File: config.mk
export PLATFORM = sky130hd
export DESIGN_NAME = line_replay_buf
export DESIGN_NICKNAME = d
export VERILOG_FILES = /design/src/rtl/lrb_pkg.sv /design/src/rtl/lrb_store.sv /design/src/rtl/lrb_match.sv /design/src/rtl/lrb_wport.sv /design/src/rtl/line_replay_buf.sv
export SDC_FILE = /design/constraint.sdc
export NUM_CORES = 1
export LEC_CHECK = 0
export CAP_MARGIN = 10
export CORE_UTILIZATION = 45
export CTS_BUF_LIST = sky130_fd_sc_hd__clkbuf_4
export CTS_CLUSTER_SIZE = 20
export DETAILED_ROUTE_END_ITERATION = 12
export DONT_BUFFER_PORTS = 1
export PLACE_DENSITY = 0.66
export SYNTH_ARGS = -nofsm -noshare
export SYNTH_HDL_FRONTEND = slang
export SYNTH_SLANG_ARGS = --single-unit
File: constraint.sdc
create_clock -name clk -period 14.9 [get_ports clk]
set_clock_uncertainty 0.05 [all_clocks]
set_input_delay 1.49 -clock clk [delete_from_list [all_inputs] [get_ports clk]]
set_output_delay 1.49 -clock clk [all_outputs]
set_load 0.005 [all_outputs]
File: src/rtl/lrb_pkg.sv
package lrb_pkg;
   typedef enum logic [1:0] {
      CMD_NONE    = 2'd0,
      CMD_DISCARD = 2'd1,
      CMD_INVAL   = 2'd2,
      CMD_RECORD  = 2'd3
   } lrb_cmd_e;
endpackage

File: src/rtl/lrb_store.sv
module lrb_store #(
   parameter int AW    = 32,
   parameter int DW    = 32,
   parameter int DEPTH = 8,
   parameter int IW    = $clog2(DEPTH),
   parameter int CW    = $clog2(DEPTH + 1)
) (
   input  logic          clk,
   input  logic          rst_n,
   input  logic          push,
   input  logic [AW-1:0] push_addr,
   input  logic [DW-1:0] push_data,
   input  logic          pop,
   input  logic [IW-1:0] pop_idx,
   input  logic          clear,
   output logic [AW-1:0] addr_q [DEPTH],
   output logic [DW-1:0] data_q [DEPTH],
   output logic [CW-1:0] count
);
   always_ff @(posedge clk or negedge rst_n) begin
      if (!rst_n) begin
         count <= '0;
      end else if (clear) begin
         count <= '0;
      end else if (pop) begin
         count <= count - CW'(1);
      end else if (push) begin
         count <= count + CW'(1);
      end
   end

   always_ff @(posedge clk) begin
      if (!clear && pop) begin
         for (int i = 0; i < DEPTH - 1; i++) begin
            if (i >= int'(pop_idx)) begin
               addr_q[i] <= addr_q[i+1];
               data_q[i] <= data_q[i+1];
            end
         end
      end else if (!clear && push) begin
         for (int i = 0; i < DEPTH; i++) begin
            if (CW'(i) == count) begin
               addr_q[i] <= push_addr;
               data_q[i] <= push_data;
            end
         end
      end
   end
endmodule

File: src/rtl/lrb_match.sv
module lrb_match #(
   parameter int AW        = 32,
   parameter int DEPTH     = 8,
   parameter int LINE_BITS = 5,
   parameter int IW        = $clog2(DEPTH),
   parameter int CW        = $clog2(DEPTH + 1)
) (
   input  logic [AW-1:0] addr_q [DEPTH],
   input  logic [CW-1:0] count,
   input  logic [AW-1:0] key,
   output logic          any,
   output logic [IW-1:0] idx
);
   logic [DEPTH-1:0] hit;

   for (genvar g = 0; g < DEPTH; g++) begin : g_cmp
      assign hit[g] = (CW'(g) < count) &&
                      (addr_q[g][AW-1:LINE_BITS] == key[AW-1:LINE_BITS]);
   end

   always_comb begin
      idx = '0;
      for (int i = DEPTH - 1; i >= 0; i--) begin
         if (hit[i]) idx = IW'(i);
      end
   end

   assign any = |hit;
endmodule

File: src/rtl/lrb_wport.sv
module lrb_wport #(
   parameter int AW = 32,
   parameter int DW = 32
) (
   input  logic          clk,
   input  logic          rst_n,
   input  logic          load,
   input  logic [AW-1:0] ld_addr,
   input  logic [DW-1:0] ld_data,
   output logic          wr_valid,
   output logic [AW-1:0] wr_addr,
   output logic [DW-1:0] wr_data,
   input  logic          wr_ready
);
   always_ff @(posedge clk or negedge rst_n) begin
      if (!rst_n) begin
         wr_valid <= 1'b0;
         wr_addr  <= '0;
         wr_data  <= '0;
      end else if (load) begin
         wr_valid <= 1'b1;
         wr_addr  <= ld_addr;
         wr_data  <= ld_data;
      end else if (wr_ready) begin
         wr_valid <= 1'b0;
      end
   end
endmodule

File: src/rtl/line_replay_buf.sv
module line_replay_buf #(
   parameter int AW        = 32,
   parameter int DW        = 32,
   parameter int DEPTH     = 8,
   parameter int LINE_BITS = 5
) (
   input  logic          clk,
   input  logic          rst_n,
   input  logic          rec_valid,
   input  logic [AW-1:0] rec_addr,
   input  logic [DW-1:0] rec_data,
   input  logic          rec_cached,
   input  logic          inv_valid,
   input  logic [AW-1:0] inv_addr,
   input  logic          discard,
   output logic          full,
   output logic          empty,
   output logic          overflow,
   output logic          wr_valid,
   output logic [AW-1:0] wr_addr,
   output logic [DW-1:0] wr_data,
   input  logic          wr_ready
);
   import lrb_pkg::*;

   localparam int IW = $clog2(DEPTH);
   localparam int CW = $clog2(DEPTH + 1);

   if (DEPTH < 2) begin : g_bad_depth
      $error("line_replay_buf: DEPTH must be at least 2");
   end
   if (LINE_BITS < 1 || LINE_BITS >= AW) begin : g_bad_line
      $error("line_replay_buf: LINE_BITS must lie in 1..AW-1");
   end

   logic [AW-1:0] addr_q [DEPTH];
   logic [DW-1:0] data_q [DEPTH];
   logic [CW-1:0] count;
   logic          hit_any;
   logic [IW-1:0] hit_idx;
   lrb_cmd_e      cmd;

   always_comb begin
      cmd = CMD_NONE;
      if (!wr_valid) begin
         if (discard)                      cmd = CMD_DISCARD;
         else if (inv_valid)               cmd = CMD_INVAL;
         else if (rec_valid && rec_cached) cmd = CMD_RECORD;
      end
   end

   assign full  = (count == CW'(DEPTH));
   assign empty = (count == '0);

   wire do_pop  = (cmd == CMD_INVAL) && hit_any;
   wire do_push = (cmd == CMD_RECORD) && !full;
   wire do_ovf  = (cmd == CMD_RECORD) && full;

   always_ff @(posedge clk or negedge rst_n) begin
      if (!rst_n) overflow <= 1'b0;
      else        overflow <= do_ovf;
   end

   lrb_store #(.AW(AW), .DW(DW), .DEPTH(DEPTH), .IW(IW), .CW(CW)) u_store (
      .clk(clk), .rst_n(rst_n),
      .push(do_push), .push_addr(rec_addr), .push_data(rec_data),
      .pop(do_pop), .pop_idx(hit_idx),
      .clear(cmd == CMD_DISCARD),
      .addr_q(addr_q), .data_q(data_q), .count(count)
   );

   lrb_match #(.AW(AW), .DEPTH(DEPTH), .LINE_BITS(LINE_BITS), .IW(IW), .CW(CW)) u_match (
      .addr_q(addr_q), .count(count), .key(inv_addr),
      .any(hit_any), .idx(hit_idx)
   );

   lrb_wport #(.AW(AW), .DW(DW)) u_wport (
      .clk(clk), .rst_n(rst_n),
      .load(do_pop), .ld_addr(addr_q[hit_idx]), .ld_data(data_q[hit_idx]),
      .wr_valid(wr_valid), .wr_addr(wr_addr), .wr_data(wr_data),
      .wr_ready(wr_ready)
   );
endmodule

Word level (Yosys, flattened, before mapping)
Index checks and enable logic that the tools add are counted.
- bits in registers: 582
- bits in latches: 0
- memory bits (writable): 0
- bits in read-only memories: 0
- input port bits: 103
- output and inout bits: 68
- logic and storage cells: 160
- memories: 0
- add/subtract/negate cells: 2
- multiply operators: 0
- divide/modulo/power cells: 0
- magnitude comparators: 16
- equal/unequal tests: 26
- shift operators: 0
- multiplexer cells: 57
- bitwise gates (word level): 2
- reduce and logical (&&, ||, !) cells: 36
- operators with widths (operator ; number):
    2-to-1 mux 32 bit ; 34
    2-to-1 mux 256 bit ; 2
    2-to-1 mux 224 bit ; 2
    equality test 27 bit ; 8
    binary-select mux 32 bit (select 3 bit) ; 2
    2-to-1 mux 3 bit ; 8
    AND reduction 3 bit ; 8
    nonzero test 2 bit ; 9
    equality test 3 x 4 -> 1 bit, first input constant ; 4
    less-than comparator 3 x 4 -> 1 bit, first input constant ; 4
    logical AND 1 bit ; 14
    inequality test 2 bit, second input constant ; 7
    2-to-1 mux 4 bit ; 3
    greater-or-equal comparator 3 bit, first input constant ; 3
    equality test 2 x 4 -> 1 bit, first input constant ; 2
    less-than comparator 1 x 4 -> 1 bit, first input constant ; 2
    less-than comparator 2 x 4 -> 1 bit, first input constant ; 2
    2-to-1 mux 2 bit ; 4
    OR reduction 8 bit ; 1
    greater-or-equal comparator 1 x 3 -> 1 bit, first input constant ; 2
    greater-or-equal comparator 2 x 3 -> 1 bit, first input constant ; 2
    adder 4 x 1 -> 4 bit, second input constant ; 1
    equality test 1 x 4 -> 1 bit, first input constant ; 1
    equality test 2 bit, second input constant ; 2
    other kinds (10) ; 12

Logic depth before layout (Yosys ltp)
Gate-level depths: netlist (run 1).
- depth after elaboration: 14
- mapped depth: 14
- gate-level depth less buffers: 11

Cells and area by module
Synthesis (run 1) repeated with hierarchy kept, for this count alone.
- cell total of the unflattened synthesis: 2292
- area, all modules: 29503.3 µm²
- by module, submodules not included (module ; times used ; cells each ; area an instance (µm²) ; sequential area each (µm²)):
    lrb_store ; 1 ; 1579 ; 20290.7 ; 15474.8
    line_replay_buf ; 1 ; 236 ; 3911.3 ; 25.0
    lrb_match ; 1 ; 339 ; 2686.3 ; 0.0
    lrb_wport ; 1 ; 138 ; 2615.0 ; 1626.6

Worst setup path after synthesis (run 1)
Ideal clock, no wire load.
- kind: input -> register
- start: in discard
- end: reg u_store.addr_q[0] (netlist name) (enable)
- library setup time: 0.644 ns
- data arrival time: 8.104 ns
- required time: 14.206 ns
- slack: 6.102 ns
- stages on the path: 4
- path buffers: 0
- path through: nor2_1 > nand3_1 > or2_2 > nor4_1
- cells in the longest elaborated chain, start to end: 7
- elaborated cells between the ends (all ways): 12
- classes of those cells: 3 x eq/ne; 2 x mux; 1 x bitwise; 6 x reduce/logical
- RTL lines (what ; RTL line ; text):
    start, declared ; line_replay_buf.sv:15 ; input logic discard,
    2-to-1 mux 2 bit * ; line_replay_buf.sv:46 ; if (discard) cmd = CMD_DISCARD;
    2-to-1 mux 2 bit * ; line_replay_buf.sv:45 ; if (!wr_valid) begin
    equality test 2 x 1 -> 1 bit or equality test 2 bit (tied branches) ; line_replay_buf.sv:68, line_replay_buf.sv:55 ;
    logical NOT 1 bit or logical AND 1 bit (tied branches) ; lrb_store.sv:33, lrb_store.sv:40, line_replay_buf.sv:55 ;
    logical AND 1 bit ; lrb_store.sv:33 ; if (!clear && pop) begin
    NOT 1 bit (no line) ; -- ;
    AND reduction 3 bit (no line) * ; -- ;
    end signal, assigned by index ; lrb_store.sv:36 ; addr_q[i] <= addr_q[i+1];
    end signal, assigned by index ; lrb_store.sv:43 ; addr_q[i] <= push_addr;
    end, declared ; lrb_store.sv:16 ; output logic [AW-1:0] addr_q [DEPTH],
Every way passes the cells marked *; elsewhere a longest branch is shown, timed or not.
A chain may end at the register's enable or synchronous reset.

Worst setup path in the final report (run 1)
- start: reg u_store.count[1]
- end: reg u_store.count[2]
- cells in the longest elaborated chain, start to end: 6
- elaborated cells between the ends (all ways): 27
- classes of those cells: 2 x add/sub; 8 x order compare; 1 x eq/ne; 3 x mux; 13 x reduce/logical
- RTL lines (what ; RTL line ; text):
    start, declared ; lrb_store.sv:18 ; output logic [CW-1:0] count
    start signal, assigned ; lrb_store.sv:26 ; count <= count - CW'(1);
    start signal, assigned ; lrb_store.sv:28 ; count <= count + CW'(1);
    less-than comparator 1 x 4 -> 1 bit (tied with other cells) ; lrb_match.sv:17 ; assign hit[g] = (CW'(g) < count) &&
    logical AND 1 bit ; lrb_match.sv:17 ;
    OR reduction 8 bit ; lrb_match.sv:28 ; assign any = |hit;
    logical AND 1 bit ; line_replay_buf.sv:55 ; wire do_pop = (cmd == CMD_INVAL) && hit_any;
    2-to-1 mux 4 bit ; lrb_store.sv:25 ; end else if (pop) begin
    2-to-1 mux 4 bit ; lrb_store.sv:23 ; end else if (clear) begin
Parallel ways exist; a longest one is shown, timed or not. The select of a mux whose other input is x is not followed.

==> results.json, run 1 <==
{
  "timing.rr.start": "u_store.count[1]$_DFFE_PN0P_",
  "crit_chain": "inv_1 -> ha_1 -> or2_0 -> a2111oi_0 -> nand4_1 -> nor2_2 -> or4b_1 -> o31a_2 -> buf_4 -> buf_4 -> a22oi_1 -> xor2_1 -> nor2_1",
  "first_iter_violations": 2303,
  "cts_buffer_depth": 3,
  "yosys.area_share.simple_pct": 19.6,
  "vdd_drop_max_uv": 82.2,
  "start_util_pct": 45.6,
  "r2r-end": "u_store.count[2]$_DFFE_PN0P_",
  "core-area_um2": 64600,
  "post_cts_buffers": 0,
  "drv_cap": 0,
  "antenna_found_initial": 2,
  "startpoint_type": "flip-flop",
  "regToRegSetupSlack_ns": 8.86,
  "synthAdderAreaFrac_pct": 0.170,
  "ys_warn_count": 0,
  "synth-compound-area-share_pct": 7.05,
  "htreeDepth": 4,
  "dp_hpwl_um": 62000,
  "die-area_um2": 66400,
  "synth_area_um2": 29400,
  "r2r_cells": 13,
  "ant_nets": 0,
  "async_flop_share_pct": 12.0,
  "crit_top_cell": "buf_4",
  "maxSlewViolCount": 0,
  "min_period_ns": 6.04,
  "synth_edf_count": 512,
  "grt_usage_pct": 29.9,
  "finalCritPeriodShare_pct": 40.5,
  "drc": 0,
  "area_growth_pct": 8.21,
  "critPathMaxFanout": 106,
  "place_congestion": 1.03,
  "syn_area_per_cell_um2": 10.7,
  "p_leak_uw": 0.0130,
  "fillers": 5978,
  "synth_xor_xnor_area_share_pct": 6.64,
  "critPathRequiredTime_ns": 15.73,
  "p_seq_share_pct": 52.7,
  "p_comb_share_pct": 2.8,
  "path_clk_slew_ns": 0.06,
  "fmax_mhz": 166,
  "hold_buffers": 1,
  "pin_count": 171,
  "synth.area.mux_share_pct": 4.34,
  "cts.repair.resized": 0,
  "die_w_um": 258,
  "setup_tns_ns": 0,
  "fp-row-count": 93,
  "final_cell_mix": "nand2_1, edfxtp_1, clkbuf_4",
  "synth_top_family_by_area": "simple AND/OR/NAND/NOR gates",
  "grt_pass1_wl_um": 144000,
  "hold_viol_final": 0,
  "slew_headroom_pct": 19.6,
  "cts_root_buf": "clkbuf_4",
  "cts_tree": "built",
  "die_h_um": 258,
  "cts_buffers": 159,
  "drt_first_pass_iters": 6,
  "p_int_uw": 2580,
  "synthCells": 2758,
  "fin_nets": 2900,
  "vias": 22100,
  "grt_max_degree": 114,
  "cpMaxStageDelayCell": "buf_4",
  "arrival_ns": 6.87,
  "rsz0062_at_grt": "no",
  "avgViaCountPerCell": 5.85,
  "syn_nets": 2865,
  "hold_class": "input port to asynchronous set/reset pin",
  "setup_violations": 0,
  "synth_seq_cells": 582,
  "synth_ff_type": "edfxtp_1",
  "grt-ovfl-total": 0,
  "finalWirelength_um": 99200,
  "max_stage_delay_ns": 0.91,
  "status": "finished clean",
  "seq_area_frac_synth_pct": 58.2,
  "critPathKind": "flip-flop to flip-flop",
  "drive_gt1_share_pct": 12.3,
  "hold_slack_ns": 0.115,
  "clkPwrFrac_pct": 44.5,
  "p_per_area_nw_per_um2": 105,
  "wire_per_inst_um": 26.2,
  "clock-sinks": 582,
  "tightest_slew_ns": 1.20,
  "switching_share_pct": 23.1,
  "p_sw_uw": 776,
  "grt_pass1_vias": 22200,
  "worstSetupEndpointType": "flip-flop",
  "ys_types": 72,
  "portBuffers": 0,
  "final_common_cell": "nand2_1",
  "insertion_delay_ns": 1.02
}
-- logic make-up after synthesis --
| logic type | after synthesis |
|---|---|
| adders and majority gates | 4 |
| AOI/OAI and AO/OA | 290 |
| buffers and inverters | 163 |
| DFF | 582 |
| muxes | 124 |
| and+or+nand+nor | 1372 |
| xor gates and xnor gates | 223 |
-- synthesized netlist by cell type (all sizes together) (5+ instances only) --
cell | number | share of area (%)
a21oi | 49 | 0.83
nor3 | 9 | 0.17
o211ai | 15 | 0.38
nor4 | 52 | 1.2
o21ai | 18 | 0.31
nand4 | 40 | 0.85
mux2 | 28 | 1.1
xor2 | 115 | 3.4
mux2i | 96 | 3.3
and2 | 26 | 0.56
nand3 | 31 | 0.54
a221oi | 6 | 0.18
and3 | 30 | 0.64
o22ai | 36 | 0.77
o41ai | 29 | 0.89
o221ai | 24 | 0.71
dfrtp | 70 | 6.0
xnor2 | 108 | 3.2
edfxtp | 512 | 52
nor2 | 103 | 1.4
clkbuf | 45 | 0.58
buf | 115 | 3.4
nand2 | 1052 | 13
a22oi | 24 | 0.61
nor2b | 5 | 0.11
a21o | 13 | 0.33
a211oi | 60 | 1.5
-- state kept, by name, summed over array words and instances (netlist names) --
name and cells:
u_store.addr_q 256, u_store.data_q 256, u_wport.wr_addr 32, u_wport.wr_data 32
u_store.count 4, overflow 1, u_wport.wr_valid 1
-- cell type report --
type	instances	area, um^2	share of cell area (%)
Clock inverter	43	250	0.786
Clock buffer	246	1850	5.80
Timing Repair Buffer	34	258	0.810
Multi-Input combinational cell	2013	11300	35.4
Sequential cell	582	17100	53.8
Tap cell	855	1070	3.36
Antenna cell	4	10.0	0.0314
Inverter	3	11.3	0.0354
-- worst max-delay path, delay by kind of cell, from the launching register on --
family,cells,cell delay (ns)
compound gates,3,1.50
xor+xnor,1,0.21
fa+ha+maj,1,0.32
buf+inv,3,1.97
flops,1,0.53
simple gates,5,1.25
-- per-layer routing --
layer | vias up | GRT usage [%] | wire length, um
met5 | - | 0 | 0
met4 | 0 | 12.5 | 3370
met3 | 207 | 8.78 | 9650
met2 | 1090 | 48.6 | 47300
met1 | 10900 | 37.1 | 38800
li1 | 9915 | - | -
-- power groups by stage --
stage,clock [uW],sequential [uW],combinational (uW)
6_report,1490,1770,95.0
5_1_grt,1600,1770,96.9
3_3_place_gp,0,1800,90.5
3_5_place_dp,0,1800,90.6
4_1_cts,1530,1770,92.8
2_1_floorplan,0,1800,64.8
-- metrics by stage --
step,power (uW),cell area [um^2],std cells,setup WS (ns),util [%]
final,3360,31800,3780,8.86,49.3
after global routing,3470,31800,3780,8.62,49.3
after CTS,3390,31800,3776,9.00,49.3
after detailed placement,1890,29700,3486,8.00,46.0
after floorplan,1870,29400,2758,6.10,-
after global placement,1890,29700,3486,8.08,46.0
-- how the worst max path moves through the flow --
stage | cells past startpoint | startpoint | slack [ns] | end
detailed placement | 11 | inv_addr[18] | 8.00 | u_store.count[2]$_DFFE_PN0P_
global route | 13 | u_store.count[1]$_DFFE_PN0P_ | 8.62 | u_store.count[2]$_DFFE_PN0P_
CTS | 13 | u_store.count[1]$_DFFE_PN0P_ | 9.00 | u_store.count[2]$_DFFE_PN0P_
floorplan | 4 | discard | 6.10 | u_store.addr_q[0]$_DFFE_PP_
global placement | 11 | inv_addr[18] | 8.08 | u_store.count[2]$_DFFE_PN0P_
finish | 13 | u_store.count[1]$_DFFE_PN0P_ | 8.86 | u_store.count[2]$_DFFE_PN0P_
No activity file was read; power rests on OpenSTA's default activity.
==> inputs of run 2 (changes only) <==
- clock period: 14.9 -> 6.3 ns (I/O delays scaled with it)
==> run 2 against run 1 <==
  * Sequential share of layout area shrank 1.5 points
  * First-iteration DRC count increased by 3.6%
  * Cell area increased by 2.8%
  * Core utilization increased by 1.4 points
  * Critical endpoint is now u_store.addr_q[196]$_DFFE_PP_
  * Total power rose by 140%
  * Worst setup slack worse by 7.4 ns
  * Combinational power rose to 3.0 times the previous value
==> results.json, run 2 (synthesized netlist as in run 1, its figures left out) <==
{
  "cts_root_buf": "clkbuf_4",
  "worstSetupEndpointType": "flip-flop",
  "drive_gt1_share_pct": 12.7,
  "place_congestion": 0.999,
  "drt_first_pass_iters": 5,
  "p_per_area_nw_per_um2": 246,
  "setup_tns_ns": 0,
  "status": "finished clean",
  "ant_nets": 0,
  "fin_area_um2": 32700,
  "vias": 22600,
  "area_growth_pct": 11.2,
  "hold_viol_final": 0,
  "fmax_mhz": 209,
  "fp-row-count": 93,
  "setup_violations": 0,
  "startpoint_type": "flip-flop",
  "portBuffers": 0,
  "p_leak_uw": 0.0134,
  "cts_buffer_depth": 3,
  "grt-ovfl-total": 0,
  "drc": 0,
  "critPathMaxFanout": 231,
  "insertion_delay_ns": 1.07,
  "post-route-util_pct": 50.7,
  "cts_buffers": 154,
  "fin_cells": 3849,
  "post-place-cells": 3492,
  "rsz0062_at_grt": "no",
  "vdd_drop_max_uv": 190,
  "final_cell_mix": "nand2_1, edfxtp_1, clkbuf_4",
  "drv_cap": 0,
  "fin_nets": 2970,
  "htreeDepth": 4,
  "die-area_um2": 66400,
  "critPathKind": "flip-flop to flip-flop",
  "core-area_um2": 64600,
  "grt-busiest-layer": "met2",
  "cts_tree": "built",
  "hold_class": "input port to asynchronous set/reset pin",
  "post_cts_buffers": 0,
  "grt_pass1_wl_um": 145000,
  "grt_max_degree": 232,
  "die_w_um": 258,
  "wire_per_inst_um": 25.8,
  "start_util_pct": 45.6,
  "grt_use_met3_pct": 7.35,
  "antenna_found_initial": 4,
  "final_common_cell": "nand2_1",
  "grt_pass1_vias": 22500,
  "gr-usage-met2_pct": 47.4,
  "tightest_slew_ns": 1.23,
  "finalWirelength_um": 99200,
  "arrival_ns": 5.60,
  "die_h_um": 258,
  "critPathRequiredTime_ns": 7.11,
  "place_area_um2": 29900,
  "maxSlewViolCount": 0,
  "pin_count": 171,
  "first_iter_violations": 2387,
  "fillers": 5794,
  "min_period_ns": 4.79,
  "gr-usage-met1_pct": 37.6,
  "path_clk_slew_ns": 0.07,
  "finalCritPeriodShare_pct": 76.0,
  "slew_headroom_pct": 17.8,
  "grt_usage_pct": 29.8,
  "avgViaCountPerCell": 5.86,
  "reg_top3": "u_store.addr_q x256, u_store.data_q x256",
  "dp_hpwl_um": 61600,
  "clock-sinks": 582
}
## run 2: changes by cell type in the layout (fill, tap and decap cells not counted), moves of 3 or more
| cell | change |
|---|---|
| dlygate4sd3_1 | +68 |
| clkinv_1 | -18 |
| clkbuf_4 | +9 |
| buf_12 | +8 |
| clkinv_4 | +3 |
## run 2: through the flow
step	total power (uW)	hold WS, ns	worst slack, ns
floorplan	4420	0.284	0.0401
global placement	4480	0.290	1.56
detailed placement	4480	0.290	1.54
CTS	8090	0.0821	1.53
global route	8280	0.150	1.17
finish	8040	0.117	1.51
## run 2: routing by layer
layer  part of all wire, %  vias up
li1                      -    10000
met1                    39    11000
met2                    46     1273
met3                    10      264
met4                   4.5        2
met5                0.0081        -
## run 2: layout make-up
type / instances / area, um^2 / share of cell area [%]
Inverter: 3 / 11.3 / 0.0344
Antenna cell: 3 / 7.51 / 0.0229
Timing Repair Buffer: 109 / 1110 / 3.40
Sequential cell: 582 / 17100 / 52.3
Clock buffer: 255 / 1910 / 5.85
Clock inverter: 29 / 206 / 0.631
Multi-Input combinational cell: 2013 / 11300 / 34.5
Tap cell: 855 / 1070 / 3.27
## run 2: worst max-delay path, cell delays in order, from the launching register on
cell and delay, ns:
dfrtp_1 0.51, inv_1 0.18, ha_1 0.31, or2_0 0.37, a2111oi_0 0.53, nand4_1 0.26
nor2_2 0.17, or4b_1 0.32, o31a_2 0.26, buf_12 0.64, buf_4 0.58, nand2_1 0.11
nand2_1 0.09
## run 2: what timing repair did
action / 4_1_cts / 5_1_grt
resized for setup: 0 / 0
hold endpoints to repair: 588 / 0
hold buffers: 70 / 0
## run 2: where the power goes
group / switching (uW) / internal (uW) / total [uW] / leakage, uW
sequential: 6.48 / 4170 / 4180 / 0.00555
clock: 1660 / 1920 / 3580 / 0.00128
combinational: 186 / 94.8 / 281 / 0.00655
total: 1860 / 6190 / 8040 / 0.0134
## run 2: path summary, 6_finish.rpt
kind	to	from	cells past startpoint	slack, ns
setup / recovery	u_store.addr_q[196]$_DFFE_PP_	u_store.count[1]$_DFFE_PN0P_	12	1.51
hold / removal	u_wport.wr_data[8]$_DFFE_PN0P_	rst_n	2	0.12
setup reg to reg	u_store.addr_q[196]$_DFFE_PP_	u_store.count[1]$_DFFE_PN0P_	12	1.51
hold reg to reg	u_store.data_q[88]$_DFFE_PP_	u_store.data_q[56]$_DFFE_PP_	2	0.45
max in group asynchronous	u_wport.wr_addr[12]$_DFFE_PN0P_	rst_n	2	5.52
min in group clk	u_store.count[3]$_DFFE_PN0P_	rec_cached	6	0.13
